<file path="src/rtl/eef_pkg.sv">
package eef_pkg;

    localparam int ADDR_W = 16;

    typedef enum logic [2:0] {
        OP_START   = 3'd0,
        OP_RESTART = 3'd1,
        OP_WRITE   = 3'd2,
        OP_READ    = 3'd3,
        OP_STOP    = 3'd4
    } op_e;

    typedef enum logic [3:0] {
        ST_START, ST_DEVW, ST_WAH, ST_WAL, ST_RST, ST_RSTW,
        ST_DEVR, ST_READ, ST_HOLD, ST_STOP, ST_DONE, ST_ERR
    } st_e;

    typedef struct packed {
        logic       valid;
        op_e        op;
        logic [7:0] wdata;
        logic       nack;
    } cmd_t;

    function automatic logic [7:0] dev_byte(input logic [3:0] code,
                                            input logic [2:0] ce,
                                            input logic rd);
        return {code, ce, rd};
    endfunction

endpackage

</file>
<file path="src/rtl/eef_addr_track.sv">
module eef_addr_track
    import eef_pkg::*;
#(
    parameter int STD_DEVS = 8,
    parameter int STD_SPAN = 256,
    parameter int EXT_SPAN = 65536
) (
    input  logic              clk,
    input  logic              rst,
    input  logic              ext_mode,
    input  logic              step,
    output logic [2:0]        ce,
    output logic [ADDR_W-1:0] addr,
    output logic              last_in_dev,
    output logic              last_dev
);
    localparam logic [ADDR_W-1:0] STD_LAST = ADDR_W'(STD_SPAN - 1);
    localparam logic [ADDR_W-1:0] EXT_LAST = ADDR_W'(EXT_SPAN - 1);
    localparam logic [2:0]        CE_LAST  = 3'(STD_DEVS - 1);

    always_comb begin
        last_in_dev = ext_mode ? (addr == EXT_LAST) : (addr == STD_LAST);
        last_dev    = ext_mode || (ce == CE_LAST);
    end

    always_ff @(posedge clk) begin
        if (rst) begin
            ce   <= '0;
            addr <= '0;
        end else if (step) begin
            if (last_in_dev && !ext_mode && !last_dev) begin
                addr <= '0;
                ce   <= ce + 3'd1;
            end else begin
                addr <= addr + 1'b1;
            end
        end
    end

    // paged mode restarts the byte address at a fresh chip enable
    a_r5_dev_step: assert property (@(posedge clk) disable iff (rst)
        step && last_in_dev && !ext_mode && !last_dev |=> addr == '0 && ce == $past(ce) + 3'd1);

endmodule

</file>
<file path="src/rtl/eef_seq.sv">
module eef_seq
    import eef_pkg::*;
#(
    parameter logic [3:0] DEV_CODE = 4'b1010
) (
    input  logic       clk,
    input  logic       rst,
    input  logic       ext_mode,
    input  logic [2:0] ce,
    input  logic       last_in_dev,
    input  logic       last_dev,
    output logic       step,
    output logic       cmd_valid,
    input  logic       cmd_ready,
    output logic [2:0] cmd_op,
    output logic [7:0] cmd_wdata,
    output logic       cmd_nack,
    input  logic       rsp_valid,
    input  logic [7:0] rsp_data,
    input  logic       rsp_nack,
    output logic       out_valid,
    input  logic       out_ready,
    output logic [7:0] out_data,
    input  logic       final_frame,
    output logic       done,
    output logic       error
);
    st_e        st;
    logic       waiting;
    logic       fail;
    logic [7:0] hold_q;
    cmd_t       cmd;

    always_comb begin
        cmd = '{valid: 1'b0, op: OP_STOP, wdata: 8'h00, nack: 1'b0};
        unique case (st)
            ST_START:        cmd = '{valid: 1'b1, op: OP_START,   wdata: 8'h00, nack: 1'b0};
            ST_DEVW:         cmd = '{valid: 1'b1, op: OP_WRITE,   wdata: dev_byte(DEV_CODE, ce, 1'b0), nack: 1'b0};
            ST_WAH, ST_WAL:  cmd = '{valid: 1'b1, op: OP_WRITE,   wdata: 8'h00, nack: 1'b0};
            ST_RST, ST_RSTW: cmd = '{valid: 1'b1, op: OP_RESTART, wdata: 8'h00, nack: 1'b0};
            ST_DEVR:         cmd = '{valid: 1'b1, op: OP_WRITE,   wdata: dev_byte(DEV_CODE, ce, 1'b1), nack: 1'b0};
            ST_READ:         cmd = '{valid: 1'b1, op: OP_READ,    wdata: 8'h00, nack: last_in_dev};
            ST_STOP:         cmd = '{valid: 1'b1, op: OP_STOP,    wdata: 8'h00, nack: 1'b0};
            default:         ;
        endcase
    end

    assign cmd_valid = cmd.valid && !waiting;
    assign cmd_op    = cmd.op;
    assign cmd_wdata = cmd.wdata;
    assign cmd_nack  = cmd.nack;
    assign out_valid = (st == ST_HOLD);
    assign out_data  = hold_q;
    assign done      = (st == ST_DONE);
    assign error     = (st == ST_ERR);
    assign step      = (st == ST_HOLD) && out_ready;

    always_ff @(posedge clk) begin
        if (rst) begin
            st      <= ST_START;
            waiting <= 1'b0;
            fail    <= 1'b0;
            hold_q  <= 8'h00;
        end else if (st == ST_HOLD) begin
            if (out_ready) begin
                if (final_frame) begin
                    st <= ST_STOP;
                end else if (last_in_dev && last_dev) begin
                    st   <= ST_STOP;
                    fail <= 1'b1;
                end else if (last_in_dev) begin
                    st <= ST_RSTW;
                end else begin
                    st <= ST_READ;
                end
            end
        end else if (cmd_valid && cmd_ready) begin
            waiting <= 1'b1;
        end else if (waiting && rsp_valid) begin
            waiting <= 1'b0;
            unique case (st)
                ST_START, ST_RSTW: st <= ST_DEVW;
                ST_DEVW: begin
                    if (rsp_nack) begin
                        st   <= ST_STOP;
                        fail <= 1'b1;
                    end else begin
                        st <= ext_mode ? ST_WAH : ST_WAL;
                    end
                end
                ST_WAH: st <= ST_WAL;
                ST_WAL: st <= ST_RST;
                ST_RST: st <= ST_DEVR;
                ST_DEVR: begin
                    if (rsp_nack) begin
                        st   <= ST_STOP;
                        fail <= 1'b1;
                    end else begin
                        st <= ST_READ;
                    end
                end
                ST_READ: begin
                    hold_q <= rsp_data;
                    st     <= ST_HOLD;
                end
                ST_STOP: st <= fail ? ST_ERR : ST_DONE;
                default: ;
            endcase
        end
    end

    a_r10_cmd_hold: assert property (@(posedge clk) disable iff (rst)
        cmd_valid && !cmd_ready |=> cmd_valid && $stable(cmd_op) && $stable(cmd_wdata) && $stable(cmd_nack));
    a_r10_one_outstanding: assert property (@(posedge clk) disable iff (rst)
        cmd_valid && cmd_ready |=> !cmd_valid);
    a_r3_data_hold: assert property (@(posedge clk) disable iff (rst)
        out_valid && !out_ready |=> out_valid && $stable(out_data));
    a_r3_no_cmd_while_byte: assert property (@(posedge clk) disable iff (rst)
        out_valid |-> !cmd_valid);
    a_r9_exclusive: assert property (@(posedge clk) disable iff (rst)
        !(done && error));
    a_r9_done_sticky: assert property (@(posedge clk) disable iff (rst)
        done |=> done);
    a_r9_error_sticky: assert property (@(posedge clk) disable iff (rst)
        error |=> error);
    a_r6_quiet_after_done: assert property (@(posedge clk) disable iff (rst)
        (done || error) |-> !cmd_valid && !out_valid);
    a_r6_final_stops: assert property (@(posedge clk) disable iff (rst)
        out_valid && out_ready && final_frame |=> cmd_valid && cmd_op == 3'(OP_STOP));

endmodule

</file>
<file path="src/rtl/eef_fetch.sv">
module eef_fetch
    import eef_pkg::*;
#(
    parameter int         STD_DEVS = 8,
    parameter int         STD_SPAN = 256,
    parameter int         EXT_SPAN = 65536,
    parameter logic [3:0] DEV_CODE = 4'b1010
) (
    input  logic       clk,
    input  logic       rst,
    input  logic       ext_mode,
    output logic       cmd_valid,
    input  logic       cmd_ready,
    output logic [2:0] cmd_op,
    output logic [7:0] cmd_wdata,
    output logic       cmd_nack,
    input  logic       rsp_valid,
    input  logic [7:0] rsp_data,
    input  logic       rsp_nack,
    output logic       out_valid,
    input  logic       out_ready,
    output logic [7:0] out_data,
    input  logic       final_frame,
    output logic       done,
    output logic       error
);
    logic [2:0]        ce;
    logic [ADDR_W-1:0] addr;
    logic              last_in_dev;
    logic              last_dev;
    logic              step;

    eef_addr_track #(
        .STD_DEVS(STD_DEVS), .STD_SPAN(STD_SPAN), .EXT_SPAN(EXT_SPAN)
    ) u_track (
        .clk(clk), .rst(rst), .ext_mode(ext_mode), .step(step),
        .ce(ce), .addr(addr), .last_in_dev(last_in_dev), .last_dev(last_dev)
    );

    eef_seq #(.DEV_CODE(DEV_CODE)) u_seq (
        .clk(clk), .rst(rst), .ext_mode(ext_mode),
        .ce(ce), .last_in_dev(last_in_dev), .last_dev(last_dev), .step(step),
        .cmd_valid(cmd_valid), .cmd_ready(cmd_ready), .cmd_op(cmd_op),
        .cmd_wdata(cmd_wdata), .cmd_nack(cmd_nack),
        .rsp_valid(rsp_valid), .rsp_data(rsp_data), .rsp_nack(rsp_nack),
        .out_valid(out_valid), .out_ready(out_ready), .out_data(out_data),
        .final_frame(final_frame), .done(done), .error(error)
    );

endmodule

</file>
<file path="config.mk">
export PLATFORM = sky130hd
export DESIGN_NAME = eef_fetch
export DESIGN_NICKNAME = d
export VERILOG_FILES = /design/src/rtl/eef_pkg.sv /design/src/rtl/eef_addr_track.sv /design/src/rtl/eef_seq.sv /design/src/rtl/eef_fetch.sv
export SDC_FILE = /design/constraint.sdc
export NUM_CORES = 1
export LEC_CHECK = 0
export ABC_AREA = 0
export BUFFER_PORTS_ARGS = -buffer_cell sky130_fd_sc_hd__buf_4
export CAP_MARGIN = 30
export CORE_MARGIN = 1.5
export CORE_UTILIZATION = 48
export DETAILED_ROUTE_END_ITERATION = 7
export HOLD_SLACK_MARGIN = 0.1
export PLACE_DENSITY = 0.86
export REMOVE_ABC_BUFFERS = 1
export SLEW_MARGIN = 10
export SYNTH_ARGS = -nofsm -noshare
export SYNTH_HDL_FRONTEND = slang
export SYNTH_HIERARCHICAL = 1
export SYNTH_SLANG_ARGS = --single-unit
export TNS_END_PERCENT = 5
</file>
<file path="constraint.sdc">
create_clock -name clk -period 2.17 [get_ports clk]
set_input_delay 0.3255 -clock clk [delete_from_list [all_inputs] [get_ports clk]]
set_output_delay 0.3255 -clock clk [all_outputs]
set_load 0.02 [all_outputs]
</file>
==> flow_summary.json, run 1 <==
{
  "clkSlewWorstSetupHoldPaths_ns": 0.07,
  "rows": 22,
  "place_ws_ns": -0.0895,
  "hold_viol": 0,
  "drcViolationCount": 0,
  "grt_util_all_layers_pct": 21.8,
  "grt_first_pass_wirelength_microns": 7160,
  "ys_ff_latch": 33,
  "cts_max_path_buffers": 2,
  "power_switching_uw": 281,
  "dieWidth_microns": 64.7,
  "drive_gt1_share_pct": 30.9,
  "r2r_end": "u_seq/st[3]",
  "cp-startpoint": "u_track/addr[15]",
  "cp_max_fo": 3,
  "dieArea_sq_um": 4190,
  "p_per_area_nw_per_um2": 505,
  "violations": "setup timing",
  "min_period_over_period_pct": 111,
  "avgSynthCellArea_sq_um": 8.35,
  "synthToLayoutAreaGrowth_pct": 29.5,
  "cts.sinks": 33,
  "cts_max_level": 2,
  "cts_made_buffers": 5,
  "port_buffers": 37,
  "synthTopCellsByArea": "dfxtp_1, nor2_1, mux2i_1",
  "pwr-share-clk_pct": 38.6,
  "synth_area_sq_um": 1830,
  "yosys.area.top_type": "dfxtp_1",
  "core_sq_um": 3660,
  "synth-main-ff-cell": "dfxtp_1",
  "viasPerCell": 5.60,
  "gp_congestion": 0.888,
  "r2r_cells": 9,
  "drt_pass1_iterations": 6,
  "tritoncts": "built",
  "yosysUniqueCellTypes": 51,
  "overflow": 0,
  "drtIter0Drc": 145,
  "power.total_mw": 1.20,
  "io_pins": 40,
  "p_leak_nw": 0.968,
  "initial_utilization_pct": 50.0,
  "synthCells": 219,
  "worstSkewPairLatency_ns": 0.28,
  "post_cts_buffers": 0,
  "hold_ws_ns": 0.282,
  "ys_seq_area_share_pct": 36.1,
  "netlist.area_leader.share_pct": 36.1,
  "p_int_uw": 916,
  "crit_end": "cmd_nack",
  "yosysWarnings": 6,
  "setup_viol": 1,
  "antenna_found_initial": 0,
  "cts_hold_buffers": 0,
  "fp.dieH_microns": 64.7,
  "crit_required_ns": 1.84,
  "p_comb_share_pct": 10.2,
  "max_cap_violations": 0,
  "max_freq_mhz": 413,
  "cts-root-buf": "clkbuf_8",
  "endpoint_kind": "output pin",
  "grt_start_max_net_pins": 25,
  "ir_drop_uv": 405,
  "hpwlAfterDp_microns": 3090,
  "wirelength_microns": 4440,
  "synthArstFlopShare_pct": 0,
  "finalMaxSlewViolations": 0,
  "p_seq_share_pct": 51.3,
  "synth-edff-count": 0,
  "rsz0062_at_grt": "yes",
  "startpoint_type": "register",
  "status": "finished, violations left",
  "vias": 1776,
  "hold_class": "input port to register",
  "r2r-start": "u_track/addr[15]",
  "cp.arrival_ns": 2.09,
  "swShare_pct": 23.5,
  "min_period_ns": 2.42,
  "diodes": 0,
  "setup_ws_ns": -0.249,
  "r2r_slack_ns": 0.01,
  "skew_ns": 0.00689,
  "finalNetCount": 288,
  "postRouteAntennaNets": 0,
  "crit_type": "register to output pin",
  "wire_per_inst_microns": 14.0,
  "grt_pass1_vias": 1674
}
-- worst min-delay path by stage --
stage / depth (start not counted) / end / slack [ns] / start
global placement: 2 / u_track/ce[1] / 0.47 / u_track/ce[1]
floorplan: 1 / u_track/addr[0] / 0.39 / rst
detailed placement: 2 / u_seq/out_data[4] / 0.49 / u_seq/out_data[4]
finish: 3 / u_seq/out_data[4] / 0.28 / rsp_data[4]
CTS: 3 / u_seq/out_data[4] / 0.28 / rsp_data[4]
global route: 3 / u_seq/out_data[4] / 0.28 / rsp_data[4]
-- what timing repair did --
item                       4_1_cts  5_1_grt
resized for setup                5        3
cloned                           0        0
setup endpoints to repair        5        9
pin swaps                        1        0
-- cell type report --
cell class | instances | area (sq um)
Clock buffer | 7 | 86.3
Fill cell | 310 | 1290
Inverter | 6 | 22.5
Multi-Input combinational cell | 165 | 1100
Sequential cell | 33 | 662
Tap cell | 48 | 60.1
Timing Repair Buffer | 58 | 439
-- routing by layer --
layer / share of wire (%) / GRT usage (%)
met5: 0 / 0
met4: 1.2 / 8.24
met3: 6.1 / 5.38
met2: 50 / 38.5
met1: 42 / 25.2
-- per-stage QoR --
step | cell area [sq um] | util, % | TNS (ns) | cells
finish | 2370 | 64.7 | -0.249 | 317
global route | 2370 | 64.7 | -0.647 | 317
CTS | 2350 | 64.1 | -0.241 | 317
detailed placement | 2250 | 61.3 | -0.415 | 310
global placement | 2250 | 61.3 | -0.166 | 310
floorplan | 1750 | - | -1.48 | 204
-- registers in the layout, summed over array words and instances (netlist names) --
name and cells:
u_track/addr 16, u_seq/out_data 8, u_seq/st 4, u_track/ce 3, u_seq/fail 1, u_seq/waiting 1
-- power by group through the flow --
stage / logic (mW) / registers (mW) / clock network, mW
final: 0.122 / 0.613 / 0.461
after global routing: 0.131 / 0.614 / 0.499
after CTS: 0.117 / 0.613 / 0.469
after detailed placement: 0.115 / 0.627 / 0
after global placement: 0.114 / 0.627 / 0
after floorplan: 0.0530 / 0.630 / 0
-- Yosys cell counts (all sizes together) (4+ instances only) --
cell	n
inv	6
nor2	29
dfxtp	33
or3	6
nand3	8
xor2	8
clkbuf	9
a21oi	14
mux2i	9
nand2b	6
o21ai	13
and2	6
nor3	4
nand2	11
nor2b	4
buf	7
nand4	5
and3	4
-- critical path: stages, from the launching register on --
cell and delay, ns:
dfxtp_1 0.31, or4_4 0.53, or3_4 0.37, o21a_1 0.12, nor3_2 0.10, buf_4 0.14, and2_4 0.13, buf_6 0.10
-- cell families after synthesis --
kind of cell    after synthesis  synth area share, %
buf+inv                      22                 5.74
mux                           9                 4.92
simple gates                 95                 29.6
flops                        33                 36.1
xor+xnor                     10                 4.79
fa+ha+maj                     3                 2.05
compound gates               46                 16.6
other cells                   1                0.205
-- placed cells by master, fill, tap and decap left out, types with 2 or more instances in the layout --
| master | instances |
|---|---|
| nand2_1 | 10 |
| o211ai_1 | 2 |
| a21oi_1 | 13 |
| nor2b_1 | 4 |
| inv_2 | 2 |
| buf_4 | 57 |
| nand3_1 | 8 |
| and3_1 | 4 |
| a211oi_1 | 2 |
| nand4_1 | 5 |
| clkbuf_8 | 6 |
| inv_1 | 4 |
| nand2b_1 | 6 |
| and4_1 | 3 |
| dfxtp_1 | 32 |
| mux2i_1 | 9 |
| conb_1 | 2 |
| nor3_1 | 2 |
| nor2_1 | 29 |
| o311ai_1 | 2 |
| or3_1 | 5 |
| o21ai_1 | 2 |
| xor2_1 | 8 |
| and2_1 | 4 |
| o22ai_1 | 2 |
| xnor2_1 | 2 |
| o21ai_0 | 11 |
| ha_1 | 3 |
| or4_4 | 3 |
Power figures use the tool's default switching activity.
==> run 2: changes to the inputs <==
--- a/config.mk
+++ b/config.mk
@@ -8,15 +8,15 @@
 export ABC_AREA = 0
 export BUFFER_PORTS_ARGS = -buffer_cell sky130_fd_sc_hd__buf_4
 export CAP_MARGIN = 30
+export CORE_ASPECT_RATIO = 1.5
 export CORE_MARGIN = 1.5
-export CORE_UTILIZATION = 48
+export CORE_UTILIZATION = 49
 export DETAILED_ROUTE_END_ITERATION = 7
 export HOLD_SLACK_MARGIN = 0.1
-export PLACE_DENSITY = 0.86
+export PLACE_DENSITY = 0.87
 export REMOVE_ABC_BUFFERS = 1
 export SLEW_MARGIN = 10
 export SYNTH_ARGS = -nofsm -noshare
 export SYNTH_HDL_FRONTEND = slang
-export SYNTH_HIERARCHICAL = 1
 export SYNTH_SLANG_ARGS = --single-unit
 export TNS_END_PERCENT = 5
==> run 2 against run 1 <==
- global-route usage up 2.7 points
- power grew 9.2%
- die area shrank 0.22%
- non-clock buffer count decreased by 7
- largest cell class unchanged
- critical path type unchanged
- the flow now finishes without violations
- synthesized cell count grew 5.0%
==> flow_summary.json, run 2 <==
{
  "worstSkewPairLatency_ns": 0.29,
  "cp.arrival_ns": 1.81,
  "ys_ff_latch": 33,
  "min_period_over_period_pct": 98.3,
  "synthArstFlopShare_pct": 0,
  "synth_common_cells": "dfxtp_1, nor2_1, a21oi_1",
  "stdcell_area_sq_um": 2360,
  "gp_congestion": 0.955,
  "avgSynthCellArea_sq_um": 8.08,
  "drive_gt1_share_pct": 26.1,
  "critical_path.cell_chain": "nand4_1 > nor3_2 > o21ai_0 > nor2_1 > buf_4",
  "synthCells": 230,
  "largest_reg_flops": 16,
  "placed_area_sq_um": 2220,
  "place_inst": 308,
  "drt_pass1_iterations": 4,
  "r2r-start": "u_seq.st[0]",
  "critPathMaxStageDelay_ns": 0.41,
  "wl_met3_microns": 197,
  "wl_met1_microns": 1830,
  "hpwlAfterDp_microns": 3390,
  "yosys.area.top_type": "dfxtp_1",
  "antenna_found_initial": 0,
  "skew_ns": 0.00275,
  "r2r_end": "u_track.addr[10]",
  "cts_max_level": 2,
  "overflow": 0,
  "min_period_ns": 2.13,
  "final_core_util_pct": 64.7,
  "synthTopCellsByArea": "dfxtp_1, nor2_1, a21oi_1",
  "crit_type": "register to output pin",
  "drtIter0Drc": 89,
  "yosysUniqueCellTypes": 53,
  "p_per_area_nw_per_um2": 553,
  "netlist.area_leader.share_pct": 35.5,
  "synth_area_sq_um": 1860,
  "cts_max_path_buffers": 2,
  "max_cap_violations": 0,
  "grt_util_all_layers_pct": 24.5,
  "regMostFlops": "u_track.addr",
  "synth-edff-count": 0,
  "drcViolationCount": 0,
  "finalMaxSlewViolations": 0,
  "r2r_slack_ns": 0.10,
  "hold_viol": 0,
  "wirelength_microns": 4720,
  "p_leak_nw": 0.856,
  "power.total_mw": 1.31,
  "synth-main-ff-cell": "dfxtp_1",
  "whs_endpoint": "u_seq.out_data[4]",
  "viasPerCell": 5.96,
  "hold_class": "input port to register",
  "cts_made_buffers": 5,
  "setup_viol": 0,
  "crit_required_ns": 1.84,
  "grt_pass1_vias": 1810,
  "port_buffers": 37,
  "max_freq_mhz": 469,
  "ir_drop_uv": 618,
  "grt_first_pass_wirelength_microns": 7800,
  "layout_commonest_cell": "buf_4",
  "wire_per_inst_microns": 15.0,
  "rows": 27,
  "fp.dieH_microns": 78.4,
  "hold_start": "rsp_data[4]",
  "cts-root-buf": "clkbuf_8",
  "dieWidth_microns": 53.3,
  "grt_start_max_net_pins": 20,
  "io_pins": 40,
  "vias": 1876,
  "status": "finished clean",
  "r2r_cells": 5,
  "yosysMostFrequentCell": "dfxtp_1",
  "synthToLayoutAreaGrowth_pct": 27.1,
  "clkSlewWorstSetupHoldPaths_ns": 0.07,
  "ys_seq_area_share_pct": 35.5,
  "cp_max_fo": 5,
  "startpoint_type": "register",
  "yosysWarnings": 0,
  "cpMaxStageDelayCell": "dfxtp_1",
  "tritoncts": "built",
  "initial_utilization_pct": 51.0,
  "endpoint_kind": "output pin",
  "layout_common_cells": "buf_4, dfxtp_1, nor2_1, a21oi_1",
  "cts.sinks": 33,
  "finalNetCount": 291,
  "topRoutingLayerUsed": "met4",
  "post_cts_buffers": 0,
  "core_sq_um": 3650,
  "rsz0062_at_grt": "yes",
  "hold_depth": 3,
  "diodes": 0,
  "dieArea_sq_um": 4180,
  "stdcell_count": 315,
  "wl_met2_microns": 2600,
  "postRouteAntennaNets": 0
}
-- run 2: changes by cell type after synthesis, sizes merged, moves of 4 or more --
cell | before | now
nor3 | 4 | 10
xor2 | 8 | 2
a21oi | 14 | 18
nand2b | 6 | 2
nor2 | 29 | 25
o2111ai | 0 | 4
o41ai | 0 | 4
-- run 2: repair_timing --
action | in CTS | in global routing
pin swaps | 0 | 1
gates resized for setup | 1 | 10
endpoints found under the hold margin | 0 | 0
hold buffers | 0 | 0
endpoints found under the setup margin | 1 | 14
-- run 2: layout make-up --
class	instances	area, sq um
clock buffers	7	86.3
fillers	290	1290
inverters	10	37.5
multi-input cells	171	1130
flip-flops and latches	33	661
well taps	43	53.8
repair buffers	51	395
-- run 2: worst max-delay path by stage --
stage	startpoint	endpoint	slack [ns]
2_1_floorplan	u_seq.st[3]	u_track.addr[0]	-0.56
3_3_place_gp	u_seq.st[0]	u_track.addr[12]	0.12
3_5_place_dp	u_seq.st[0]	u_track.ce[1]	0.07
4_1_cts	u_track.addr[8]	cmd_nack	0.009
5_1_grt	u_track.addr[3]	cmd_nack	-0.08
6_report	u_track.addr[3]	cmd_nack	0.04
-- run 2: stage by stage --
stage                     hold WS (ns)  setup TNS [ns]  setup slack, ns
after floorplan                  0.395           -9.68           -0.558
after global placement           0.460               0            0.122
after detailed placement         0.470               0           0.0659
after CTS                        0.270               0          0.00932
after global routing             0.283         -0.0765          -0.0765
final                            0.269               0           0.0369
-- run 2: power breakdown --
| group | internal (mW) | switching [mW] | total (mW) |
|---|---|---|---|
| clock | 0.251 | 0.220 | 0.471 |
| combinational | 0.0898 | 0.124 | 0.214 |
| sequential | 0.615 | 0.00564 | 0.620 |
| total | 0.956 | 0.350 | 1.31 |
-- run 2: cell families after synthesis --
group / Yosys count / share of synthesized area (%)
flip-flops: 33 / 35.5
AO/OA/AOI/OAI: 58 / 21.7
adder cells (fa/ha/maj): 3 / 2.02
other: 1 / 0.202
XOR/XNOR: 7 / 3.30
multiplexers: 8 / 4.31
buffers and inverters: 27 / 6.80
AND/OR/NAND/NOR: 93 / 26.1
-- run 2: critical path: cells and delay by family (launching register included) --
kind | cells | cell delay, ns
AO/OA/AOI/OAI | 1 | 0.21
buffers and inverters | 1 | 0.16
flip-flops | 1 | 0.41
AND/OR/NAND/NOR | 3 | 0.74
-- run 2: per-layer routing --
metal  GRT usage [%]  vias to the layer above
met5               0                        -
met4            10.8                        0
met3            5.51                        9
met2            43.5                       63
met1            26.3                      884
li1                -                      920
